$ cat src/rtl/fpRegDecode_pkg.sv
package fpRegDecode_pkg;

  typedef enum logic [1:0] {
    SZ_NONE   = 2'd0,
    SZ_SINGLE = 2'd1,
    SZ_DOUBLE = 2'd2,
    SZ_QUAD   = 2'd3
  } opSize_e;

  // operand slot numbering used across the block
  localparam int OP_RS1 = 0;
  localparam int OP_RS2 = 1;
  localparam int OP_RD  = 2;
  localparam int OP_CNT = 3;

  typedef struct packed {
    logic accept;
    logic illegal;
    logic reject;
  } ctrlStrobe_t;

endpackage

$ cat src/rtl/fpRegDecode_opMap.sv
module fpRegDecode_opMap
  import fpRegDecode_pkg::*;
#(
  parameter int FIELD_W = 5,
  localparam int IDX_W  = FIELD_W + 1
) (
  input  logic [FIELD_W-1:0] field,
  input  logic [1:0]         size,
  output logic [IDX_W-1:0]   idx,
  output logic               used,
  output logic               illegal
);

  opSize_e sizeE;
  assign sizeE = opSize_e'(size);

  always_comb begin
    unique case (sizeE)
      SZ_NONE:   idx = '0;
      SZ_SINGLE: idx = {1'b0, field};
      default:   idx = {field[0], field[FIELD_W-1:1], 1'b0};
    endcase
  end

  assign used    = (sizeE != SZ_NONE);
  assign illegal = (sizeE == SZ_QUAD) && field[1];

  // quad index must be aligned to four words when legal
  always_comb begin
    if (sizeE == SZ_QUAD && !illegal) begin
      p_quad_aligned_r2: assert (idx[1:0] == 2'b00);
    end
  end

endmodule

$ cat src/rtl/fpRegDecode_ctrl.sv
module fpRegDecode_ctrl
  import fpRegDecode_pkg::*;
#(
  parameter int FAULT_W = 3
) (
  input  logic               reqValid,
  input  logic [FAULT_W-1:0] expFault,
  input  logic [FAULT_W-1:0] storedFault,
  input  logic [OP_CNT-1:0]  opIllegal,
  output ctrlStrobe_t        strobe
);

  logic mismatch;
  logic anyIllegal;

  assign mismatch   = (expFault != storedFault);
  assign anyIllegal = |opIllegal;

  // type check wins over register check; register check covers all slots at once
  always_comb begin
    strobe.reject  = reqValid && mismatch;
    strobe.illegal = reqValid && !mismatch && anyIllegal;
    strobe.accept  = reqValid && !mismatch && !anyIllegal;
  end

endmodule

$ cat src/rtl/fpRegDecode_dp.sv
module fpRegDecode_dp
  import fpRegDecode_pkg::*;
#(
  parameter int IDX_W        = 6,
  parameter int FAULT_W      = 3,
  parameter int ILLEGAL_CODE = 6,
  localparam int BANK_BIT    = IDX_W - 1,
  localparam int SRC_CNT     = 2
) (
  input  logic                          clk,
  input  logic                          rst_n,
  input  ctrlStrobe_t                   strobe,
  input  logic [OP_CNT-1:0][IDX_W-1:0]  idxIn,
  input  logic [OP_CNT-1:0]             usedIn,
  input  logic [FAULT_W-1:0]            storedFault,
  output logic [OP_CNT-1:0][IDX_W-1:0]  idxQ,
  output logic [OP_CNT-1:0]             vldQ,
  output logic [SRC_CNT-1:0]            zeroQ,
  output logic [1:0]                    wipeQ,
  output logic [1:0]                    bankOnQ,
  output logic                          doneQ,
  output logic                          errQ,
  output logic                          rejQ,
  output logic [FAULT_W-1:0]            faultQ
);

  logic [OP_CNT-1:0]            vldNext;
  logic [OP_CNT-1:0][IDX_W-1:0] idxNext;
  logic [SRC_CNT-1:0]           zeroNext;
  logic [1:0]                   wipeNext;
  logic                         rdBank;

  assign vldNext = strobe.accept ? usedIn : '0;
  assign rdBank  = idxIn[OP_RD][BANK_BIT];

  for (genvar g = 0; g < OP_CNT; g++) begin : g_idx
    assign idxNext[g] = vldNext[g] ? idxIn[g] : '0;
  end

  // sources see the bank flags before this request's destination update
  for (genvar s = 0; s < SRC_CNT; s++) begin : g_zero
    assign zeroNext[s] = vldNext[s] && !bankOnQ[idxIn[s][BANK_BIT]];
  end

  for (genvar b = 0; b < 2; b++) begin : g_wipe
    assign wipeNext[b] = vldNext[OP_RD] && (rdBank == 1'(b)) && !bankOnQ[b];
  end

  always_ff @(posedge clk or negedge rst_n) begin
    if (!rst_n) begin
      idxQ    <= '0;
      vldQ    <= '0;
      zeroQ   <= '0;
      wipeQ   <= '0;
      bankOnQ <= '0;
      doneQ   <= 1'b0;
      errQ    <= 1'b0;
      rejQ    <= 1'b0;
      faultQ  <= '0;
    end else begin
      idxQ    <= idxNext;
      vldQ    <= vldNext;
      zeroQ   <= zeroNext;
      wipeQ   <= wipeNext;
      bankOnQ <= bankOnQ | wipeNext;
      doneQ   <= strobe.accept;
      errQ    <= strobe.illegal;
      rejQ    <= strobe.reject;
      if (strobe.accept)       faultQ <= '0;
      else if (strobe.illegal) faultQ <= FAULT_W'(ILLEGAL_CODE);
      else if (strobe.reject)  faultQ <= storedFault;
    end
  end

  p_err_blocks_r5: assert property (@(posedge clk) disable iff (!rst_n)
    errQ |-> (vldQ == '0 && wipeQ == '0 && zeroQ == '0 && faultQ == FAULT_W'(ILLEGAL_CODE)));

  p_err_banks_r5: assert property (@(posedge clk) disable iff (!rst_n)
    errQ |-> $stable(bankOnQ));

  p_reject_banks_r6: assert property (@(posedge clk) disable iff (!rst_n)
    rejQ |-> ($stable(bankOnQ) && vldQ == '0 && !errQ));

  p_wipe_rise_lo_r9: assert property (@(posedge clk) disable iff (!rst_n)
    wipeQ[0] |-> $rose(bankOnQ[0]));

  p_wipe_rise_hi_r9: assert property (@(posedge clk) disable iff (!rst_n)
    wipeQ[1] |-> $rose(bankOnQ[1]));

  p_bank_sticky_r9: assert property (@(posedge clk) disable iff (!rst_n)
    bankOnQ[0] |=> bankOnQ[0]);

  p_one_outcome_r11: assert property (@(posedge clk) disable iff (!rst_n)
    $onehot0({doneQ, errQ, rejQ}));

endmodule

$ cat src/rtl/fpRegDecode.sv
module fpRegDecode
  import fpRegDecode_pkg::*;
#(
  parameter int INSTR_W      = 32,
  parameter int FIELD_W      = 5,
  parameter int RS1_LSB      = 14,
  parameter int RS2_LSB      = 0,
  parameter int RD_LSB       = 25,
  parameter int FAULT_W      = 3,
  parameter int ILLEGAL_CODE = 6,
  localparam int IDX_W       = FIELD_W + 1
) (
  input  logic               clk,
  input  logic               rst_n,
  input  logic               reqValid,
  input  logic [INSTR_W-1:0] instr,
  input  logic [1:0]         rs1Size,
  input  logic [1:0]         rs2Size,
  input  logic [1:0]         rdSize,
  input  logic [FAULT_W-1:0] expFault,
  input  logic [FAULT_W-1:0] storedFault,
  output logic [IDX_W-1:0]   rs1Idx,
  output logic [IDX_W-1:0]   rs2Idx,
  output logic [IDX_W-1:0]   rdIdx,
  output logic               rs1Vld,
  output logic               rs2Vld,
  output logic               rdVld,
  output logic               rs1Zero,
  output logic               rs2Zero,
  output logic               opDone,
  output logic               regErr,
  output logic               typeReject,
  output logic [FAULT_W-1:0] faultCode,
  output logic               wipeLo,
  output logic               wipeHi,
  output logic               bankLoOn,
  output logic               bankHiOn
);

  logic [OP_CNT-1:0][1:0]       sizeAll;
  logic [OP_CNT-1:0][IDX_W-1:0] idxMap;
  logic [OP_CNT-1:0]            usedMap;
  logic [OP_CNT-1:0]            illMap;
  logic [OP_CNT-1:0][IDX_W-1:0] idxQ;
  logic [OP_CNT-1:0]            vldQ;
  logic [1:0]                   zeroQ;
  logic [1:0]                   wipeQ;
  logic [1:0]                   bankOnQ;
  ctrlStrobe_t                  strobe;
  logic                         unusedInstr;

  assign unusedInstr = ^instr;

  assign sizeAll[OP_RS1] = rs1Size;
  assign sizeAll[OP_RS2] = rs2Size;
  assign sizeAll[OP_RD]  = rdSize;

  for (genvar g = 0; g < OP_CNT; g++) begin : g_op
    localparam int LSB = (g == OP_RS1) ? RS1_LSB : (g == OP_RS2) ? RS2_LSB : RD_LSB;
    fpRegDecode_opMap #(.FIELD_W(FIELD_W)) i_opMap (
      .field  (instr[LSB +: FIELD_W]),
      .size   (sizeAll[g]),
      .idx    (idxMap[g]),
      .used   (usedMap[g]),
      .illegal(illMap[g])
    );
  end

  fpRegDecode_ctrl #(.FAULT_W(FAULT_W)) i_ctrl (
    .reqValid   (reqValid),
    .expFault   (expFault),
    .storedFault(storedFault),
    .opIllegal  (illMap),
    .strobe     (strobe)
  );

  fpRegDecode_dp #(
    .IDX_W       (IDX_W),
    .FAULT_W     (FAULT_W),
    .ILLEGAL_CODE(ILLEGAL_CODE)
  ) i_dp (
    .clk        (clk),
    .rst_n      (rst_n),
    .strobe     (strobe),
    .idxIn      (idxMap),
    .usedIn     (usedMap),
    .storedFault(storedFault),
    .idxQ       (idxQ),
    .vldQ       (vldQ),
    .zeroQ      (zeroQ),
    .wipeQ      (wipeQ),
    .bankOnQ    (bankOnQ),
    .doneQ      (opDone),
    .errQ       (regErr),
    .rejQ       (typeReject),
    .faultQ     (faultCode)
  );

  assign rs1Idx   = idxQ[OP_RS1];
  assign rs2Idx   = idxQ[OP_RS2];
  assign rdIdx    = idxQ[OP_RD];
  assign rs1Vld   = vldQ[OP_RS1];
  assign rs2Vld   = vldQ[OP_RS2];
  assign rdVld    = vldQ[OP_RD];
  assign rs1Zero  = zeroQ[OP_RS1];
  assign rs2Zero  = zeroQ[OP_RS2];
  assign wipeLo   = wipeQ[0];
  assign wipeHi   = wipeQ[1];
  assign bankLoOn = bankOnQ[0];
  assign bankHiOn = bankOnQ[1];

endmodule

$ cat config.mk
export PLATFORM = sky130hd
export DESIGN_NAME = fpRegDecode
export DESIGN_NICKNAME = d
export VERILOG_FILES = /design/src/rtl/fpRegDecode_pkg.sv /design/src/rtl/fpRegDecode_opMap.sv /design/src/rtl/fpRegDecode_ctrl.sv /design/src/rtl/fpRegDecode_dp.sv /design/src/rtl/fpRegDecode.sv
export SDC_FILE = /design/constraint.sdc
export NUM_CORES = 1
export LEC_CHECK = 0
export CAP_MARGIN = 20
export CELL_PAD_IN_SITES_DETAIL_PLACEMENT = 2
export CELL_PAD_IN_SITES_GLOBAL_PLACEMENT = 2
export CORE_ASPECT_RATIO = 1.75
export CORE_MARGIN = 4
export CORE_UTILIZATION = 39
export CTS_CLUSTER_SIZE = 28
export DETAILED_ROUTE_END_ITERATION = 6
export DONT_BUFFER_PORTS = 1
export GPL_ROUTABILITY_DRIVEN = 0
export PLACE_DENSITY = 0.81
export SETUP_SLACK_MARGIN = 0.2
export SLEW_MARGIN = 40
export SYNTH_ARGS = -nofsm -noshare
export SYNTH_HDL_FRONTEND = slang
export SYNTH_SLANG_ARGS = --single-unit
$ cat constraint.sdc
create_clock -name clk -period 2.1 [get_ports clk]
set_input_delay 0.105 -clock clk [delete_from_list [all_inputs] [get_ports clk]]
set_output_delay 0.105 -clock clk [all_outputs]
set_load 0.02 [all_outputs]
==> metrics.txt <==
Synth top area share 0.5856; Initial Util 0.4107; unrepaired setup endpoints after global routing no; Final min period between 1.5 and 2 ns; first drt pass iteration count 2; Final Cycle Share 0.7171; worst endpoint required time between 2 and 2.5 ns; CP cell instances xnor2_1 > nand3_2 > buf_4 > nor4_2 > dlygate4sd3_1; simple-gate share of the synthesized area 0.2733; Setup TNS 0 ns; Hold Crit Class input pin to flop; cts repair resizes 0; cts hold-fix bufs 18; Area contributors post-synth dfrtp_1, nor4b_2, nor4_2; largest family of logic cells by synthesized area simple AND/OR/NAND/NOR gates; initial antenna violation count 0; final slew viol count 0; CTS Buffer Depth 2; H-Tree Depth 2; Area Overhead vs Synth 21.21%; Cell variety after synth 23; Routed WL 3791 µm; Setup crit end kind flop; share of post-route cells with drive strength above 1 0.2205; Die ar. roughly 4700 µm²; pwr dens 743.6 nW/µm²; CTS Buf Count 5; final hold slack roughly 0.00077 ns; clock latency on the worst-skew pair ~0.27 ns; Synth Area per Inst 13.56 µm²; Leakage roughly 0.73 nW; dpl cells between 100 and 150; Root Buffer clkbuf_8; Sink Count 33; gr usage total 0.1860; register area share after synthesis 0.5856; Starting DRT DRC Count 6; fin cells between 150 and 200; status finished clean; grt ovf 0; n_diodes 0; Startpoint Class input pin; final number of setup-violating endpoints 0; Least-Margin Pin Slew around 0.63 ns; Final HPWL DP between 2000 and 2500 µm; Wirelength per Cell approximately 22 µm; via count 955; worst path arrival time about 1.7 ns; Routed Antenna Nets 0; vias per cell 5.552; max_cap viols 0; post-synth top area cell dfrtp_1; Synth Net Count roughly 150; largest net degree at the start of global routing 34; vias in the first global route around 1.1k; adder-cell share of the synthesized area 0; FP Rows 28; Final Core Density 0.4978; first-pass GRT wire length about 6000 µm; Critical Setup Path Class input pin to flop; Core ar. 3433 µm²; r2r setup slk 1.10 ns; Setup Fix Bufs, Post-CTS 0; Die H slightly below 90 µm; worst-path fanout max 32; Setup Skew approximately 0.004 ns; Die W 53.46 µm; fin nets approximately 170; final hold vios 0; Mapped Cells about 100; boundary pin count 80; post-synthesis share of cell area spent on xor and xnor gates 0.02484; slowest stage delay, CP 0.60 ns; Clk pin slew, worst setup/hold paths ~0.070 ns; Power Total 1.271 mW; Port Buf Inserts 0; Synth Area in Compound Gates 0.03993; Residual DRC 0; Netlist Area Pre-Place ~1400 µm²; post-synthesis mux area share 0.02839; max_slew headroom 0.5771; Max IR drop VDD 0.0004346 V; CTS tree done; Synth warnings 0; #FFs+latches synth 33; CP max-delay cell dlygate4sd3_1; Highest Clock Rate ~660 MHz
[area by class of cell]
cell class / instances / area [µm²]
multi-input cells: 62 / 516.7
clock buffers: 8 / 80.08
inverters: 2 / 7.507
flip-flops and latches: 33 / 825.8
fillers: 364 / 1724
repair buffers: 22 / 222.7
well taps: 45 / 56.30
[cell usage in the layout (no fill, tap or decap)]
master / instances
clkbuf_8: 5
nor3_1: 7
a2bb2oi_1: 2
nand4_1: 2
o31ai_2: 2
nor4b_1: 2
nand3_1: 4
nor2_1: 5
and2_1: 1
xor2_1: 1
dlygate4sd3_1: 18
buf_12: 1
inv_1: 2
nand2_1: 8
dfrtp_1: 33
nor4_2: 7
and3_1: 1
nor2b_1: 1
o21ai_0: 1
nand3_2: 1
mux2i_1: 4
xnor2_1: 3
a31o_1: 1
clkbuf_1: 3
buf_4: 3
nor4b_2: 9
[path summary, 6_finish.rpt]
| kind | cells past startpoint | to | start |
|---|---|---|---|
| worst max-delay path | 5 | i_dp.idxQ[6] | storedFault[2] |
| worst min register to register | 1 | i_dp.wipeQ[1] | i_dp.bankOnQ[1] |
| min in group asynchronous | 2 | i_dp.idxQ[1] | rst_n |
| worst min-delay path | 2 | i_dp.idxQ[11] | rs2Size[1] |
| max in group asynchronous | 2 | i_dp.idxQ[5] | rst_n |
| worst max register to register | 3 | i_dp.zeroQ[0] | i_dp.bankOnQ[1] |
[Yosys cell counts]
cell	n
nand4_1	2
xor2_1	1
o31ai_2	2
nand3_1	4
and2_1	1
nor3_1	7
nor2_1	5
nor4b_2	9
buf_6	4
buf_2	3
xnor2_1	3
mux2i_1	4
a31o_1	1
a2bb2oi_1	2
o21ai_0	1
nor4b_1	2
inv_1	2
nand3_2	1
nor2b_1	1
dfrtp_1	33
nand2_1	8
nor4_2	7
and3_1	1
[worst max-delay path: cells and delay by family]
family        cells  cell delay [ns]
xor+xnor          1             0.25
buf+inv           2             0.88
simple gates      2             0.46
[metrics by stage]
stage          setup slack [ns]  area, µm²
2_1_floorplan             1.138       1410
4_1_cts                  0.7357       1699
6_report                 0.5942       1709
3_3_place_gp             0.9625       1429
5_1_grt                  0.5395       1709
3_5_place_dp             0.9187       1429
[cell families (layout without fill, tap and decap cells)]
group           after synthesis  after routing
simple gates                 48             48
flops                        33             33
buf+inv                       9             32
compound gates                6              6
xor+xnor                      4              4
mux                           4              4
[per-layer routing]
layer	GRT usage	wire length (µm)	vias up
li1	-	-	420
met1	0.1895	1275	494
met2	0.3330	2224	36
met3	0.06303	226	5
met4	0.07674	63	0
met5	0	0	-
[report_power, final]
part	switching (mW)	internal, mW	total, mW
clock network	0.208	0.235	0.443
logic	0.0848	0.0594	0.144
registers	0.0310	0.653	0.684
[registers in the layout (all words and copies together), names as in the netlist]
name,flops
i_dp.bankOnQ,2
i_dp.wipeQ,2
i_dp.faultQ,3
i_dp.vldQ,3
i_dp.errQ,1
i_dp.doneQ,1
i_dp.idxQ,18
i_dp.rejQ,1
i_dp.zeroQ,2
No activity file was read; power rests on OpenSTA's default activity.
